<file path="config.mk">
export PLATFORM = sky130hd
export DESIGN_NAME = isa_port_decoder
export DESIGN_NICKNAME = d
export VERILOG_FILES = /design/src/rtl/isa_dec_pkg.sv /design/src/rtl/isa_base_decode.sv /design/src/rtl/isa_wr_shaper.sv /design/src/rtl/isa_rst_pulse.sv /design/src/rtl/isa_port_decoder.sv
export SDC_FILE = /design/constraint.sdc
export NUM_CORES = 1
export LEC_CHECK = 0
export BUFFER_PORTS_ARGS = -buffer_cell sky130_fd_sc_hd__buf_2
export CORE_AREA = 2 2 39 41
export DETAILED_ROUTE_END_ITERATION = 8
export DIE_AREA = 0 0 41 43
export MAX_ROUTING_LAYER = met4
export SYNTH_ARGS = -nofsm -noshare
export SYNTH_HDL_FRONTEND = slang
export SYNTH_HIERARCHICAL = 1
export SYNTH_SLANG_ARGS = --single-unit
</file>
<file path="constraint.sdc">
create_clock -name clk -period 2.93 [get_ports clk]
set_input_delay 0.4395 -clock clk [delete_from_list [all_inputs] [get_ports clk]]
set_output_delay 0.4395 -clock clk [all_outputs]
set_load 0.03 [all_outputs]
</file>
<file path="src/rtl/isa_dec_pkg.sv">
package isa_dec_pkg;
  localparam int OFF_W = 4;

  localparam logic [OFF_W-1:0] OFF_DATA = 4'h0;
  localparam logic [OFF_W-1:0] OFF_CMD  = 4'h2;
  localparam logic [OFF_W-1:0] OFF_STAT = 4'h4;
  localparam logic [OFF_W-1:0] OFF_SRST = 4'h8;

  typedef struct packed {
    logic             hit;
    logic [OFF_W-1:0] off;
  } win_dec_t;
endpackage

</file>
<file path="src/rtl/isa_base_decode.sv">
module isa_base_decode
  import isa_dec_pkg::*;
#(
  parameter int ADDR_W = 10,
  parameter int SEL_W  = 2,
  parameter logic [(1<<SEL_W)-1:0][ADDR_W-1:0] BASES =
    {10'h390, 10'h370, 10'h350, 10'h340}
) (
  input  logic [SEL_W-1:0]  sel,
  input  logic [ADDR_W-1:0] addr,
  input  logic              aen,
  output win_dec_t          dec
);
  localparam int NUM_BASES = 1 << SEL_W;

  logic [NUM_BASES-1:0] match;

  // one comparator per selectable base; sel picks the result
  for (genvar i = 0; i < NUM_BASES; i++) begin : g_base
    assign match[i] = (addr[ADDR_W-1:OFF_W] == BASES[i][ADDR_W-1:OFF_W]);
  end

  always_comb begin
    dec.hit = match[sel] && !aen;
    dec.off = addr[OFF_W-1:0];
  end
endmodule

</file>
<file path="src/rtl/isa_wr_shaper.sv">
module isa_wr_shaper (
  input  logic clk,
  input  logic clr,
  input  logic req,
  input  logic iow_n,
  output logic wr_n
);
  logic wr_act;
  logic tog;

  always_ff @(posedge clk) begin
    if (clr) begin
      wr_act <= 1'b0;
      tog    <= 1'b0;
    end else begin
      wr_act <= req && !wr_act && !tog;
      tog    <= (wr_act || tog) && !iow_n;
    end
  end

  assign wr_n = !wr_act;
endmodule

</file>
<file path="src/rtl/isa_rst_pulse.sv">
module isa_rst_pulse #(
  parameter int CYCLES = 2
) (
  input  logic clk,
  input  logic rst,
  input  logic trig,
  output logic busy
);
  localparam int CW = $clog2(CYCLES + 1);

  logic [CW-1:0] cnt;
  logic          trig_q;

  always_ff @(posedge clk) begin
    if (rst) begin
      cnt    <= '0;
      trig_q <= 1'b0;
    end else begin
      trig_q <= trig;
      if (trig && !trig_q)
        cnt <= CW'(CYCLES);
      else if (cnt != '0)
        cnt <= cnt - 1'b1;
    end
  end

  assign busy = (cnt != '0);
endmodule

</file>
<file path="src/rtl/isa_port_decoder.sv">
module isa_port_decoder
  import isa_dec_pkg::*;
#(
  parameter int ADDR_W      = 10,
  parameter int SEL_W       = 2,
  parameter int SRST_CYCLES = 2,
  parameter logic [(1<<SEL_W)-1:0][ADDR_W-1:0] BASES =
    {10'h390, 10'h370, 10'h350, 10'h340}
) (
  input  logic              clk,
  input  logic              bus_rst,
  input  logic [SEL_W-1:0]  base_sel,
  input  logic [ADDR_W-1:0] bus_addr,
  input  logic              bus_aen,
  input  logic              bus_ior_n,
  input  logic              bus_iow_n,
  input  logic              ctl_ready,
  output logic              ctl_cs_n,
  output logic              ctl_rd_n,
  output logic              ctl_wr_n,
  output logic              ctl_cmd,
  output logic              ctl_rst_n,
  output logic              d7_out,
  output logic              d7_oe
);
  win_dec_t dec;
  logic     cs;
  logic     srst_hit;
  logic     srst_busy;
  logic     wr_clr;

  isa_base_decode #(
    .ADDR_W(ADDR_W), .SEL_W(SEL_W), .BASES(BASES)
  ) u_dec (
    .sel (base_sel),
    .addr(bus_addr),
    .aen (bus_aen),
    .dec (dec)
  );

  // offsets 0..3 belong to the controller
  assign cs       = dec.hit && (dec.off[OFF_W-1:2] == '0);
  assign ctl_cs_n = !cs;
  assign ctl_rd_n = !(cs && !bus_ior_n);
  assign ctl_cmd  = bus_addr[1];

  assign d7_oe  = dec.hit && (dec.off == OFF_STAT) && !bus_ior_n;
  assign d7_out = ctl_ready;

  assign srst_hit = dec.hit && (dec.off == OFF_SRST) && !bus_iow_n;
  assign wr_clr   = bus_rst || srst_hit;

  isa_wr_shaper u_wr (
    .clk  (clk),
    .clr  (wr_clr),
    .req  (cs && !bus_iow_n),
    .iow_n(bus_iow_n),
    .wr_n (ctl_wr_n)
  );

  isa_rst_pulse #(.CYCLES(SRST_CYCLES)) u_rst (
    .clk (clk),
    .rst (bus_rst),
    .trig(srst_hit),
    .busy(srst_busy)
  );

  assign ctl_rst_n = !(bus_rst || srst_busy);
endmodule

</file>
==> results of run 1 <==
[layer usage]
| layer | part of all wire (%) | GRT usage (%) |
|---|---|---|
| met5 | 0 | - |
| met4 | 0 | 10.0 |
| met3 | 10 | 3.66 |
| met2 | 50 | 15.9 |
| met1 | 40 | 8.71 |
[state kept, by name, summed over array words and instances, names as in the netlist]
name	cells
u_wr/tog	1
u_wr/wr_act	1
u_rst/cnt	2
u_rst/trig_q	1
[cell families after synthesis]
family                 after synthesis
AO/OA/AOI/OAI                        5
flip-flops                           5
buffers and inverters                8
AND/OR/NAND/NOR                     26
[worst max-delay path, delay by kind of cell]
| kind | cells | cell delay [ns] |
|---|---|---|
| simple gates | 3 | 1.01 |
| compound gates | 2 | 0.51 |
| buf+inv | 2 | 0.32 |
[power groups by stage]
stage / clock, uW / combinational, uW / sequential (uW)
after global placement: 0 / 27.3 / 69.5
final: 76.2 / 27.5 / 68.4
after global routing: 85.6 / 31.0 / 68.2
after floorplan: 0 / 19.2 / 69.5
after detailed placement: 0 / 27.9 / 69.5
after CTS: 80.6 / 28.0 / 68.3
[cells in the mapped netlist (all sizes together), types with 2 or more instances]
master and instances:
nor4 2, nand3b 2, buf 6, nand2b 3, inv 2, nor3 2
nand2 4, dfxtp 5, nor2 4
[final timing paths]
kind	from	end	slack (ns)	depth (start not counted)
min	bus_iow_n	u_wr/tog	0.38	2
min reg2reg	u_wr/tog	u_wr/wr_act	0.44	1
max	bus_addr[7]	d7_oe	0.21	7
max reg2reg	u_rst/trig_q	u_rst/cnt[0]	2.22	2
[area by class of cell]
type,count,area [um^2]
fillers,149,895
multi-input cells,31,218
repair buffers,23,118
flip-flops and latches,5,100
clock buffers,4,26.3
well taps,16,20.0
inverters,2,7.51
[metrics by stage]
stage	setup WS, ns	instances	hold slack (ns)	power, uW	util, %
floorplan	0.225	44	0.419	88.7	-
global placement	0.230	77	0.429	96.8	33.5
detailed placement	0.204	77	0.436	97.4	33.5
CTS	0.199	81	0.368	177	35.4
global route	0.0972	81	0.381	185	35.4
finish	0.212	81	0.376	172	35.4
==> impl_metrics.py, run 1 <==
metrics = {
    "critical_path": {
        "critPathKind": "primary input to output port",
        "required_ns": 2.49,
        "crit_path_frequent_cell": "buf_2",
        "cp-start-kind": "primary input",
        "crit_fanout": 3,
        "end_kind": "output port",
        "cp_slowest_cell": "or4b_1",
        "worstPathCellList": "buf_2 > or3b_1 > a211o_1 > a211oi_2 > or4b_1 > nor3b_2 > buf_2",
        "critical_path_arrival_ns": 2.28,
        "cp_slowest_stage_delay_ns": 0.48,
    },
    "clocking": {
        "cts_resized": 0,
        "cts_max_level": 1,
        "cts_buffers": 3,
        "clock-root-buffer": "clkbuf_4",
        "clk_pin_slew_ns": 0.04,
        "clock_latency_ns": 0.24,
        "cts_tree": "done",
        "cts_setup_buffers": 0,
        "ctsHoldBuffers": 0,
        "cts_sinks": 5,
        "clockBufferDepth": 2,
    },
    "pwr": {
        "ir_worst_vdd_mv": 0.181,
        "p_sw_share_pct": 22.8,
        "p_leak_uw": 0.000207,
        "power.switching_uw": 39.2,
        "p_int_uw": 133,
        "p_clk_share_pct": 44.3,
        "sequentialPowerShare_pct": 39.7,
        "powerDensity_mw_per_mm2": 352,
        "pwr-share-comb_pct": 16.0,
    },
    "sta": {
        "finalSetupTns_ns": 0,
        "fmaxAchievable_mhz": 368,
        "skew_ns": 0.0000162,
        "fin_crit_ns": 2.72,
        "rsz0062_at_grt": "no",
        "worstMarginPinSlew_ns": 0.563,
        "setup_viol": 0,
        "hold_viol": 0,
        "fin_crit_sh_pct": 92.8,
        "slew_violations": 0,
        "slew_headroom_pct": 62.1,
    },
    "logic_synthesis": {
        "avgSynthCellArea_um2": 8.42,
        "synthAdderAreaFrac_pct": 0,
        "yosys.area_share.xor_xnor_pct": 0,
        "synth_top_family_by_area": "simple AND/OR/NAND/NOR gates",
        "synth_compound_area_share_pct": 10.8,
        "synth_top_area_cell": "dfxtp_1",
        "ys_types": 24,
        "synth-edff-count": 0,
        "ys.warnings.count": 6,
        "synth_top_area_share_pct": 27.0,
        "synth_area_leaders": "dfxtp_1 27%, buf_4 12%, nand2_1 4.1%",
        "synth-seq-cells": 5,
        "async_flop_share_pct": 0,
        "syn-num-nets": 62,
        "synth_top_flop_cell": "dfxtp_1",
        "synthSimpleGateAreaFrac_pct": 48.0,
        "synth.area.mux_share_pct": 0,
        "synthCells": 44,
        "yosysSeqAreaShare_pct": 27.0,
        "netlist_area_um2": 370,
    },
    "floorplan": {
        "die_x_um": 41,
        "placementRows": 14,
        "coreArea_mm2": 0.00138,
        "dieArea_mm2": 0.00176,
        "io_pins": 25,
        "die_h_um": 43,
        "initial_core_util_pct": 26.8,
    },
    "global_routing": {
        "grt_pass1_wl_mm": 1.13,
        "grt_max_degree": 6,
        "grt_pass1_vias": 318,
        "grt_antenna_before_repair": 0,
        "grt_overflow_total": 0,
        "grt_use_total_pct": 10.3,
    },
    "route": {
        "dr.first_iter.drc_count": 4,
        "antenna_left": 0,
        "routed_wl_um": 724,
        "vias": 354,
        "post_drt_wl_per_cell_um": 8.94,
        "first_pass_iters": 4,
        "drc": 0,
        "viasPerCell": 4.37,
    },
    "layout": {
        "mostFrequentLayoutCells": "22 x buf_2, 5 x dfxtp_1, 4 x nor2_1, 4 x nand2_1, 3 x clkbuf_4",
        "final_area_um2": 489,
        "mostFrequentLayoutCell": "buf_2",
        "area_growth_syn_to_layout_pct": 32.1,
        "drive_gt1_share_pct": 47.7,
        "final_nets": 84,
        "diodes": 0,
    },
    "run": {
        "maxCapViolations": 0,
    },
    "placement": {
        "gp_congestion": 0.623,
        "place_area_um2": 463,
        "hpwlAfterDp_um": 647,
        "port_buffers": 22,
    },
    "worst_hold_path": {
        "hold_path.class": "primary input to register",
    },
    "status": {
        "outcome": "complete, no violations",
    },
}
Note: power is estimated with default switching activity, not from simulation.
==> run 2, diff against run 1 <==
SETUP_SLACK_MARGIN = 0.4   (was unset)
==> run 2 against run 1 <==
Against the previous run:
- final cell count grew 1.2%
- combinational power grew 3%
- clock skew is essentially flat
- power grew 1.1%
- register-to-register slack is essentially flat
- count of clock-buffer cells in the layout is the same
- via count grew 4.0%
- clock power grew 1%
- largest power group unchanged
- highest routed layer unchanged
==> impl_metrics.py, run 2 (same netlist as run 1, synthesis figures left out) <==
metrics = {
    "layout": {
        "largest_register": "u_rst/cnt",
        "final_util_pct": 37.1,
        "diodes": 0,
        "num-fill-cells": 147,
        "drive_gt1_share_pct": 50.0,
        "mostFrequentLayoutCells": "21 x buf_2, 5 x dfxtp_1, 4 x nor2_1, 4 x nand2_1, 3 x clkbuf_4",
        "final_nets": 85,
        "area_growth_syn_to_layout_pct": 38.5,
        "final_area_um2": 513,
        "mostFrequentLayoutCell": "buf_2",
        "largest_reg_flops": 2,
    },
    "clocking": {
        "clockBufferDepth": 2,
        "ctsHoldBuffers": 0,
        "cts_max_level": 1,
        "clock_latency_ns": 0.24,
        "cts_tree": "done",
        "clk_pin_slew_ns": 0.04,
        "clock-root-buffer": "clkbuf_4",
        "cts_buffers": 3,
        "cts_sinks": 5,
    },
    "pwr": {
        "p_clk_share_pct": 44.4,
        "p_int_uw": 133,
        "power.switching_uw": 40.7,
        "p_sw_share_pct": 23.4,
        "sequentialPowerShare_pct": 39.3,
        "powerDensity_mw_per_mm2": 339,
        "pwr-share-comb_pct": 16.3,
        "ir_worst_vdd_mv": 0.184,
        "p_leak_uw": 0.000220,
    },
    "sta": {
        "setup_viol": 0,
        "slew_violations": 0,
        "fin_crit_sh_pct": 92.4,
        "skew_ns": 0.000107,
        "slew_headroom_pct": 61.3,
        "fin_crit_ns": 2.71,
        "fmaxAchievable_mhz": 369,
        "finalSetupTns_ns": 0,
        "hold_viol": 0,
        "rsz0062_at_grt": "yes",
        "worstMarginPinSlew_ns": 0.575,
    },
    "floorplan": {
        "dieArea_mm2": 0.00176,
        "die_x_um": 41,
        "initial_core_util_pct": 26.8,
        "io_pins": 25,
        "placementRows": 14,
        "coreArea_mm2": 0.00138,
        "die_h_um": 43,
    },
    "route": {
        "viasPerCell": 4.49,
        "drc": 0,
        "antenna_left": 0,
        "routed_wl_um": 764,
        "first_pass_iters": 4,
        "post_drt_wl_per_cell_um": 9.32,
        "dr.first_iter.drc_count": 4,
        "vias": 368,
    },
    "critical_path": {
        "end_kind": "output port",
        "worstPathCellList": "buf_2 > or3b_1 > a211o_1 > a211oi_2 > or4b_4 > nor3b_4 > buf_6",
        "cp_slowest_cell": "or4b_4",
        "path_buf_inv": 2,
        "critical_path_arrival_ns": 2.27,
        "cp_top_family": "simple AND/OR/NAND/NOR gates",
        "critPathKind": "primary input to output port",
        "cp-start-kind": "primary input",
        "crit_fanout": 3,
        "cp_slowest_stage_delay_ns": 0.50,
        "required_ns": 2.49,
    },
    "placement": {
        "hpwlAfterDp_um": 647,
        "gp_congestion": 0.596,
        "port_buffers": 22,
        "place_area_um2": 473,
    },
    "run": {
        "maxCapViolations": 0,
    },
    "global_routing": {
        "grt_pass1_wl_mm": 1.19,
        "grt_pass1_vias": 318,
        "grt_max_degree": 6,
        "grt_overflow_total": 0,
        "grt_use_total_pct": 9.99,
        "grt_antenna_before_repair": 0,
    },
    "status": {
        "outcome": "complete, no violations",
    },
    "worst_hold_path": {
        "hold_path.class": "primary input to register",
    },
}
## run 2: metrics by stage
| step | hold WS, ns | setup slack [ns] | std cells | power [uW] |
|---|---|---|---|---|
| 2_1_floorplan | 0.419 | 0.308 | 44 | 89.4 |
| 3_3_place_gp | 0.430 | 0.214 | 77 | 97.8 |
| 3_5_place_dp | 0.437 | 0.206 | 77 | 97.9 |
| 4_1_cts | 0.375 | 0.242 | 81 | 180 |
| 5_1_grt | 0.389 | 0.152 | 82 | 186 |
| 6_report | 0.383 | 0.222 | 82 | 174 |
## run 2: metal layers
layer  global-route usage [%]  part of all wire (%)
met3                    0.524                   9.9
met1                     12.6                    42
met5                        -                     0
met2                     14.1                    48
met4                     8.00                     0
## run 2: what timing repair did
item                       in CTS  in global routing
pin swaps                       0                  2
gates resized for setup         2                  0
gates cloned                    0                  0
hold endpoints to repair        0                  0
setup buffers                   0                  1
setup endpoints to repair       1                  1
## run 2: area by class of cell
type	instances	area [um^2]	area share [%]
Clock buffer	4	26.3	5.12
Sequential cell	5	100	19.5
Tap cell	16	20.0	3.90
Timing Repair Buffer	24	131	25.6
Multi-Input combinational cell	31	228	44.4
Inverter	2	7.51	1.46
## run 2: final timing paths
path           startpoint            to  slack (ns)  cells past startpoint
max           bus_addr[7]         d7_oe        0.22                      7
min             bus_iow_n      u_wr/tog        0.38                      2
max reg2reg  u_rst/trig_q  u_rst/cnt[0]        2.23                      2
min reg2reg      u_wr/tog   u_wr/wr_act        0.44                      1
## run 2: power by group through the flow
stage / Sequential, uW / Clock, uW / Combinational [uW]
detailed placement: 69.5 / 0 / 28.4
finish: 68.4 / 77.3 / 28.3
floorplan: 69.5 / 0 / 19.9
CTS: 68.3 / 82.9 / 28.5
global placement: 69.5 / 0 / 28.3
global route: 68.2 / 85.7 / 31.8
